--- config.mk ---
export PLATFORM = sky130hd
export DESIGN_NAME = byte_bus_bridge
export DESIGN_NICKNAME = d
export VERILOG_FILES = /design/src/rtl/bbb_pkg.sv /design/src/rtl/bbb_ctrl.sv /design/src/rtl/bbb_datapath.sv /design/src/rtl/byte_bus_bridge.sv
export SDC_FILE = /design/constraint.sdc
export NUM_CORES = 1
export LEC_CHECK = 0
export BUFFER_PORTS_ARGS = -buffer_cell sky130_fd_sc_hd__clkbuf_2
export CORE_MARGIN = 5
export CORE_UTILIZATION = 30
export DETAILED_ROUTE_END_ITERATION = 10
export GPL_ROUTABILITY_DRIVEN = 0
export SYNTH_ARGS = -nofsm -noshare
export SYNTH_HDL_FRONTEND = slang
export SYNTH_SLANG_ARGS = --single-unit
--- constraint.sdc ---
create_clock -name clk -period 1.95 [get_ports clk]
set_input_delay 0.39 -clock clk [delete_from_list [all_inputs] [get_ports clk]]
set_output_delay 0.39 -clock clk [all_outputs]
set_load 0.05 [all_outputs]
--- src/rtl/bbb_pkg.sv ---
package bbb_pkg;
  localparam int DATA_BYTES = 4;
  localparam int BUS_W      = 8 * DATA_BYTES;
  localparam int SIZE_W     = 2;

  localparam logic [7:0] REG_ENABLE = 8'h30;
  localparam logic [7:0] REG_ADDR0  = 8'hF0;
  localparam logic [7:0] REG_DATA0  = 8'hF4;
  localparam logic [7:0] REG_SIZE   = 8'hF8;
  localparam logic [7:0] REG_TRIG   = 8'hFE;
  localparam logic [7:0] TRIG_MAGIC = 8'hCF;
  localparam logic [SIZE_W-1:0] SIZE_RESET = 2'd2;

  typedef struct packed {
    logic                  setEnable;
    logic [DATA_BYTES-1:0] loadAddr;
    logic [DATA_BYTES-1:0] loadData;
    logic                  loadSize;
    logic                  captureRd;
  } ctrlStrobes_t;

  // Byte lanes enabled by a size code; lane 0 is bits [7:0].
  function automatic logic [DATA_BYTES-1:0] laneMask(input logic [SIZE_W-1:0] sz);
    case (sz)
      2'd0:    return DATA_BYTES'(1);
      2'd1:    return DATA_BYTES'(3);
      default: return '1;
    endcase
  endfunction
endpackage

--- src/rtl/bbb_ctrl.sv ---
module bbb_ctrl
  import bbb_pkg::*;
(
  input  logic         clk,
  input  logic         rstN,
  input  logic         regWe,
  input  logic         regRe,
  input  logic [7:0]   regAddr,
  input  logic [7:0]   regWdata,
  input  logic         enable,
  input  logic         busReady,
  output ctrlStrobes_t strobes,
  output logic         busy,
  output logic         busWrite
);
  logic hostWr;
  logic wrTrig;
  logic rdTrig;

  assign hostWr = regWe && !busy;
  assign wrTrig = hostWr && enable && (regAddr == REG_TRIG) && (regWdata == TRIG_MAGIC);
  assign rdTrig = regRe && !regWe && !busy && enable && (regAddr == REG_TRIG);

  always_comb begin
    strobes           = '0;
    strobes.setEnable = hostWr && (regAddr == REG_ENABLE);
    strobes.loadSize  = hostWr && (regAddr == REG_SIZE);
    strobes.captureRd = busy && busReady && !busWrite;
    for (int i = 0; i < DATA_BYTES; i++) begin
      strobes.loadAddr[i] = hostWr && (regAddr == REG_ADDR0 + 8'(i));
      strobes.loadData[i] = hostWr && (regAddr == REG_DATA0 + 8'(i));
    end
  end

  always_ff @(posedge clk or negedge rstN) begin
    if (!rstN) begin
      busy     <= 1'b0;
      busWrite <= 1'b0;
    end else if (busy) begin
      if (busReady) busy <= 1'b0;
    end else if (wrTrig || rdTrig) begin
      busy     <= 1'b1;
      busWrite <= wrTrig;
    end
  end
endmodule

--- src/rtl/bbb_datapath.sv ---
module bbb_datapath
  import bbb_pkg::*;
(
  input  logic               clk,
  input  logic               rstN,
  input  ctrlStrobes_t       strobes,
  input  logic [7:0]         regAddr,
  input  logic [7:0]         regWdata,
  input  logic               busy,
  input  logic [BUS_W-1:0]   busRdata,
  output logic               enable,
  output logic [7:0]         regRdata,
  output logic [BUS_W-1:0]   busAddr,
  output logic [BUS_W-1:0]   busWdata,
  output logic [DATA_BYTES-1:0] busStrb
);
  logic [BUS_W-1:0]  addrReg;
  logic [BUS_W-1:0]  dataReg;
  logic [SIZE_W-1:0] sizeReg;
  logic [BUS_W-1:0]  bitMask;
  logic [BUS_W-1:0]  rdMasked;

  assign busStrb = laneMask(sizeReg);

  generate
    for (genvar j = 0; j < DATA_BYTES; j++) begin : g_lane
      assign bitMask[8*j +: 8] = {8{busStrb[j]}};
    end
  endgenerate

  assign rdMasked = busRdata & bitMask;
  assign busWdata = dataReg & bitMask;
  assign busAddr  = addrReg;

  // Register offset i holds the byte at lane DATA_BYTES-1-i (most significant first).
  generate
    for (genvar i = 0; i < DATA_BYTES; i++) begin : g_byte
      localparam int HI = BUS_W - 1 - 8 * i;
      always_ff @(posedge clk or negedge rstN) begin
        if (!rstN) begin
          addrReg[HI -: 8] <= '0;
          dataReg[HI -: 8] <= '0;
        end else begin
          if (strobes.loadAddr[i]) addrReg[HI -: 8] <= regWdata;
          if (strobes.captureRd)       dataReg[HI -: 8] <= rdMasked[HI -: 8];
          else if (strobes.loadData[i]) dataReg[HI -: 8] <= regWdata;
        end
      end
    end
  endgenerate

  always_ff @(posedge clk or negedge rstN) begin
    if (!rstN) begin
      enable  <= 1'b0;
      sizeReg <= SIZE_RESET;
    end else begin
      if (strobes.setEnable) enable  <= regWdata[0];
      if (strobes.loadSize)  sizeReg <= regWdata[SIZE_W-1:0];
    end
  end

  always_comb begin
    regRdata = '0;
    if (regAddr == REG_ENABLE) regRdata = {7'b0, enable};
    if (regAddr == REG_SIZE)   regRdata = 8'(sizeReg);
    if (regAddr == REG_TRIG)   regRdata = {7'b0, busy};
    for (int i = 0; i < DATA_BYTES; i++) begin
      if (regAddr == REG_ADDR0 + 8'(i)) regRdata = addrReg[BUS_W - 1 - 8 * i -: 8];
      if (regAddr == REG_DATA0 + 8'(i)) regRdata = dataReg[BUS_W - 1 - 8 * i -: 8];
    end
  end
endmodule

--- src/rtl/byte_bus_bridge.sv ---
module byte_bus_bridge
  import bbb_pkg::*;
(
  input  logic                  clk,
  input  logic                  rstN,
  input  logic                  regWe,
  input  logic                  regRe,
  input  logic [7:0]            regAddr,
  input  logic [7:0]            regWdata,
  output logic [7:0]            regRdata,
  output logic                  busy,
  output logic                  busValid,
  output logic                  busWrite,
  output logic [BUS_W-1:0]      busAddr,
  output logic [BUS_W-1:0]      busWdata,
  output logic [DATA_BYTES-1:0] busStrb,
  input  logic                  busReady,
  input  logic [BUS_W-1:0]      busRdata
);
  ctrlStrobes_t strobes;
  logic         enable;

  bbb_ctrl u_ctrl (
    .clk      (clk),
    .rstN     (rstN),
    .regWe    (regWe),
    .regRe    (regRe),
    .regAddr  (regAddr),
    .regWdata (regWdata),
    .enable   (enable),
    .busReady (busReady),
    .strobes  (strobes),
    .busy     (busy),
    .busWrite (busWrite)
  );

  bbb_datapath u_dp (
    .clk      (clk),
    .rstN     (rstN),
    .strobes  (strobes),
    .regAddr  (regAddr),
    .regWdata (regWdata),
    .busy     (busy),
    .busRdata (busRdata),
    .enable   (enable),
    .regRdata (regRdata),
    .busAddr  (busAddr),
    .busWdata (busWdata),
    .busStrb  (busStrb)
  );

  assign busValid = busy;
endmodule

==> results.json, run 1 <==
{
  "outcome": "finished, violations left",
  "violations": "negative setup slack",
  "coreArea_um2": 12670,
  "skew_ns": 0.007901,
  "powerDensity_nw_per_um2": 723.7,
  "finalNetCount": 638,
  "ys_ff_latch": 69,
  "insertion_delay_ns": 0.33,
  "cts_buffers": 9,
  "final_antenna_net_count": 0,
  "dr.pass1.iters": 5,
  "track_usage": 0.1903,
  "critPathTopFamily": "compound AO/OA/AOI/OAI gates",
  "grt_overflow": 0,
  "rsz0062_at_grt": "true",
  "yosysUniqueCellTypes": 50,
  "setup_viol": 7,
  "end_kind": "output port",
  "p_leak_nw": 2.909,
  "clk_path_buf_depth": 2,
  "dieArea_um2": 15370,
  "startpoint_type": "flip-flop",
  "avgSynthCellArea_um2": 9.765,
  "path_clk_slew_ns": 0.06,
  "path_buf_inv": 1,
  "grt_pass1_wl_mm": 22.08,
  "clock.fmax_mhz": 449.6,
  "fin_crit_ns": 2.224,
  "grt_pass1_vias": 4065,
  "diodes": 0,
  "crit-reg2reg-launch": "u_ctrl.busy",
  "routed_via_density": 5.041,
  "worst_slack_ns": -0.2744,
  "start_util": 0.3075,
  "dp_cells": 731,
  "cp_max_fo": 2,
  "drive_gt1_frac": 0.5348,
  "crit_cells": 5,
  "critical_path_arrival_ns": 1.83,
  "grt_max_degree": 70,
  "min_path_type": "in -> async",
  "die_x_um": 124.0,
  "ir_drop_v": 0.0004545,
  "drt_iter0_markers": 260,
  "seq_area_frac_synth": 0.4435,
  "crit_slowest_cell": "dfstp_2",
  "wl_per_cell_um": 18.79,
  "instances_no_fill": 761,
  "drt_wl_total_mm": 14.30,
  "reg2reg_depth": 5,
  "cts_sinks": 69,
  "io_pins": 132,
  "cts_tree": "yes",
  "period_share": 1.141,
  "synth_warnings": 0,
  "synth_area_um2": 3896,
  "regArea_um2": 1730,
  "cts_hold_buf": 0,
  "dp_hpwl_mm": 11.15,
  "portBuffers": 130,
  "drv_cap": 0,
  "ys_async_sr_fraction": 1.000,
  "synthTopCellsByArea": "dfrtp_1 (44%), mux2_2 (12%), a21oi_1 (6.9%), and2_1 (4.0%), nand2_1 (3.2%)",
  "required_ns": 1.56,
  "setup_tns_ns": -0.7630,
  "path_cells": "nor4bb_2, o21ai_1, a221o_1, a21oi_4, buf_12",
  "vias": 3836,
  "synth-edff-count": 0,
  "drc": 0,
  "finalMaxSlewViolations": 0,
  "cts-root-buf": "clkbuf_16",
  "fillers": 1231,
  "final-hold-violation-count": 0,
  "dp_slack_ns": -0.2219,
  "synth_top_area_share": 0.4367,
  "synthToLayoutAreaGrowth_pct": 52.50,
  "die_h_um": 124.0,
  "slowest_delay_ns": 0.53,
  "synth_nets": 452,
  "synthFlopType": "dfrtp_1",
  "ctsHtreeMaxLevel": 3,
  "timing.critical_path.from": "u_dp.sizeReg[1]",
  "crit_type": "reg -> out",
  "multi_input_area_um2": 2143,
  "antenna_found_initial": 0,
  "placement_rows": 41,
  "synth_top_cell_by_area": "dfrtp_1",
  "syn_inst": 399
}
cell type report:
class / count / share of cell area
clock buffer: 9 / 0.03790
clock inverter: 6 / 0.01495
inverter: 5 / 0.003159
multi-input combinational: 294 / 0.3607
sequential: 69 / 0.2912
tap: 172 / 0.03622
timing repair buffer: 206 / 0.2558
worst paths after layout:
| path | to | slack, ns |
|---|---|---|
| worst max-delay path | regRdata[1] | -0.27 |
| worst min-delay path | u_dp.busAddr[25] | 0.08 |
| worst max register to register | u_dp.sizeReg[0] | 0.11 |
| worst min register to register | u_dp.dataReg[24] | 0.53 |
| max in group asynchronous | u_dp.sizeReg[1] | 1.54 |
| min in group clk | u_ctrl.busy | 0.27 |
power by group:
group          switching [W]  leakage (nW)  internal, W
logic               0.000566          1.85     0.000332
registers           0.000123         0.914      0.00154
clock network       0.000624         0.147      0.00111
kinds of logic after synthesis:
logic type,count (synthesis),share of synthesized area
flip-flops,69,0.4435
AND/OR/NAND/NOR,131,0.1770
other,1,0.0009625
AO/OA/AOI/OAI,109,0.1686
multiplexers,53,0.1567
buffers and inverters,36,0.05331
synthesized netlist by cell type (3+ instances only):
library cell,count
a21oi_1,54
dfrtp_1,68
buf_4,14
o21ai_0,20
nor2_1,28
inv_1,4
o31ai_1,3
mux2_2,40
nand3_1,5
o21ai_1,6
o211ai_1,3
clkbuf_1,10
and2_1,25
mux2i_1,10
nand2b_1,3
nor3_1,9
nand2_2,3
buf_2,4
a22o_1,4
nand2_1,33
nor2b_1,11
o2bb2ai_1,5
o22ai_1,5
cells in the final DEF, fill, tap and decap left out, types with 4 or more instances in the layout:
master | Yosys | final
clkbuf_2 | 0 | 100
buf_4 | 14 | 77
dfrtp_1 | 68 | 66
a21oi_1 | 54 | 52
mux2_2 | 40 | 39
nand2_1 | 33 | 32
nor2_1 | 28 | 25
and2_1 | 25 | 25
o21ai_0 | 20 | 15
buf_12 | 0 | 14
o21ai_1 | 6 | 11
mux2i_1 | 10 | 10
clkbuf_16 | 0 | 10
nor2b_2 | 0 | 9
nor3_1 | 9 | 7
inv_1 | 4 | 4
nand2_2 | 3 | 4
nand3_1 | 5 | 4
buf_6 | 2 | 4
buf_2 | 4 | 4
sequential cells by signal (all words and copies together) (netlist names):
register and cells:
u_ctrl.busy 1, u_dp.dataReg 32, u_dp.enable 1, u_dp.sizeReg 2, u_dp.busAddr 32, u_ctrl.busWrite 1
per-layer routing:
layer,GRT usage,up-vias,wire (um),share of wire
met5,0,-,0,0
met3,0.04950,24,1090,0.076
met1,0.2387,1886,5823,0.41
met4,0.05270,0,226,0.016
li1,-,1783,-,-
met2,0.3244,143,7158,0.50
through the flow:
step,util,area (um2),hold slack (ns),power (W)
after floorplan,-,4044,0.09441,0.002197
after global placement,0.4211,5335,0.4458,0.002511
after detailed placement,0.4211,5335,0.4414,0.002524
after CTS,0.4623,5858,0.09617,0.004307
after global routing,0.4689,5942,0.1108,0.004467
final,0.4689,5942,0.08243,0.004300
repair_timing:
item | 4_1_cts | 5_1_grt
setup buffers | 13 | 2
setup endpoints to repair | 17 | 23
gates resized for setup | 32 | 37
pin swaps | 14 | 9
Power figures use the tool's default switching activity.
==> inputs of run 2 (changes only) <==
BUFFER_PORTS_ARGS = not set   (was -buffer_cell sky130_fd_sc_hd__clkbuf_2)
DONT_BUFFER_PORTS = 1   (was not set)
==> run 2 against run 1 <==
Critical path type unchanged. Utilization is 1.2 points lower. Global-route usage down 0.088 points. The flow finishes with violations (negative hold slack, negative setup slack). Worst setup slack improved by 0.030 ns.
==> results.json, run 2 (synthesized netlist as in run 1, its figures left out) <==
{
  "outcome": "finished, violations left",
  "violations": "negative hold slack, negative setup slack",
  "top_usage_layer": "met2",
  "synthToLayoutAreaGrowth_pct": 48.65,
  "cts_tree": "yes",
  "placed_cell_area_um2": 5015,
  "io_pins": 132,
  "skew_ns": 0.01107,
  "ir_drop_v": 0.0004019,
  "dieArea_um2": 15370,
  "grt_overflow": 0,
  "drive_gt1_frac": 0.4653,
  "p_leak_nw": 2.582,
  "final-hold-violation-count": 69,
  "r2r-end": "u_dp.dataReg[8]",
  "fin_crit_ns": 2.194,
  "powerDensity_nw_per_um2": 736.1,
  "drc": 0,
  "startpoint_type": "flip-flop",
  "drt_wl_total_mm": 14.14,
  "grt_pass1_wl_mm": 21.52,
  "layout_common_cells": "buf_4 (67), dfrtp_1 (66), a21oi_1 (51)",
  "setup_viol": 30,
  "grt_pass1_vias": 3548,
  "clock.fmax_mhz": 455.8,
  "vias": 3446,
  "dr.pass1.iters": 5,
  "min_path_type": "in -> async",
  "end_kind": "output port",
  "crit_type": "reg -> out",
  "diodes": 0,
  "dp_slack_ns": -0.06585,
  "use_met3": 0.08674,
  "worst_slack_ns": -0.2439,
  "path_clk_slew_ns": 0.06,
  "track_usage": 0.1894,
  "ctsHtreeMaxLevel": 3,
  "start_util": 0.3075,
  "cp_max_fo": 2,
  "drv_cap": 0,
  "drt_iter0_markers": 318,
  "hold_ws_ns": -0.2508,
  "reg2reg_slack_ns": 0.14,
  "antenna_found_initial": 0,
  "final_antenna_net_count": 0,
  "coreArea_um2": 12670,
  "routed_via_density": 5.205,
  "required_ns": 1.56,
  "tightest_slew_ns": 0.6827,
  "setup_tns_ns": -3.100,
  "wl_per_cell_um": 21.36,
  "critical_path_arrival_ns": 1.80,
  "use_met2": 0.2927,
  "slew_headroom": 0.5448,
  "period_share": 1.125,
  "finalInstanceArea_um2": 5792,
  "instances_no_fill": 662,
  "use_met1": 0.2303,
  "crit-reg2reg-launch": "u_ctrl.busy",
  "rsz0062_at_grt": "true",
  "cts_sinks": 69,
  "mostFrequentLayoutCell": "buf_4",
  "cts-root-buf": "clkbuf_16",
  "portBuffers": 0,
  "placement_rows": 41,
  "dp_hpwl_mm": 10.54,
  "die_x_um": 124.0,
  "finalNetCount": 538,
  "dp_cells": 626,
  "reg2reg_depth": 5,
  "clk_path_buf_depth": 2,
  "die_h_um": 124.0,
  "cts_buffers": 9,
  "insertion_delay_ns": 0.34,
  "fillers": 1179,
  "finalMaxSlewViolations": 0,
  "grt_max_degree": 70
}
==> run 2: changes by cell type in the layout (fill, tap and decap cells not counted), moves of 9 or more <==
cell	change
clkbuf_2	-100
and2_4	+16
buf_12	+16
and2_1	-16
buf_4	-10
nor2b_2	-9
==> run 2: repair_timing <==
action	4_1_cts	5_1_grt
buffers inserted	8	8
cloned	4	0
hold endpoints to repair	69	69
gates resized for setup	46	13
setup endpoints to repair	47	37
pin swaps	12	13
==> run 2: area by class of cell <==
cell class,count,area [um2],share of cell area
clock inverters,6,93.84,0.01620
multi-input cells,294,2227,0.3845
repair buffers,106,1275,0.2201
clock buffers,10,229.0,0.03953
inverters,5,21.27,0.003673
well taps,172,215.2,0.03716
flip-flops and latches,69,1730,0.2988
==> run 2: worst max path at each step <==
stage / startpoint / endpoint / cells after the start
after global routing: u_dp.sizeReg[1] / regRdata[1] / 5
after floorplan: regAddr[0] / regRdata[0] / 6
after global placement: u_dp.sizeReg[1] / regRdata[1] / 5
after CTS: u_dp.sizeReg[1] / regRdata[1] / 5
after detailed placement: u_dp.sizeReg[1] / u_dp.dataReg[14] / 6
final: u_dp.sizeReg[1] / regRdata[1] / 5
==> run 2: stage by stage <==
stage          utilization  power (W)  hold WS (ns)
6_report            0.4571   0.004263       -0.2508
2_1_floorplan            -   0.002197       0.09441
3_3_place_gp        0.3958   0.002346       0.09815
3_5_place_dp        0.3958   0.002363       0.09825
5_1_grt             0.4571   0.004426       -0.2669
4_1_cts             0.4477   0.004265       -0.2645
==> run 2: critical path, cell delays in order (launching register included) <==
cell      delay, ns
dfstp_2        0.52
nor4bb_4       0.18
o21ai_1        0.08
a221o_1        0.34
a21oi_4        0.19
buf_12         0.16
==> run 2: layer usage <==
layer  vias to the layer above  share of wire
li1                       1584              -
met1                      1677           0.38
met2                       150           0.47
met3                        35           0.12
met4                         0          0.034
met5                         -              0
==> run 2: where the power goes <==
part	switching (W)	internal [W]	leakage, nW
clock	0.000668	0.00113	0.154
sequential	0.000132	0.00154	0.914
combinational	0.000454	0.000336	1.52
total	0.00125	0.00301	2.58
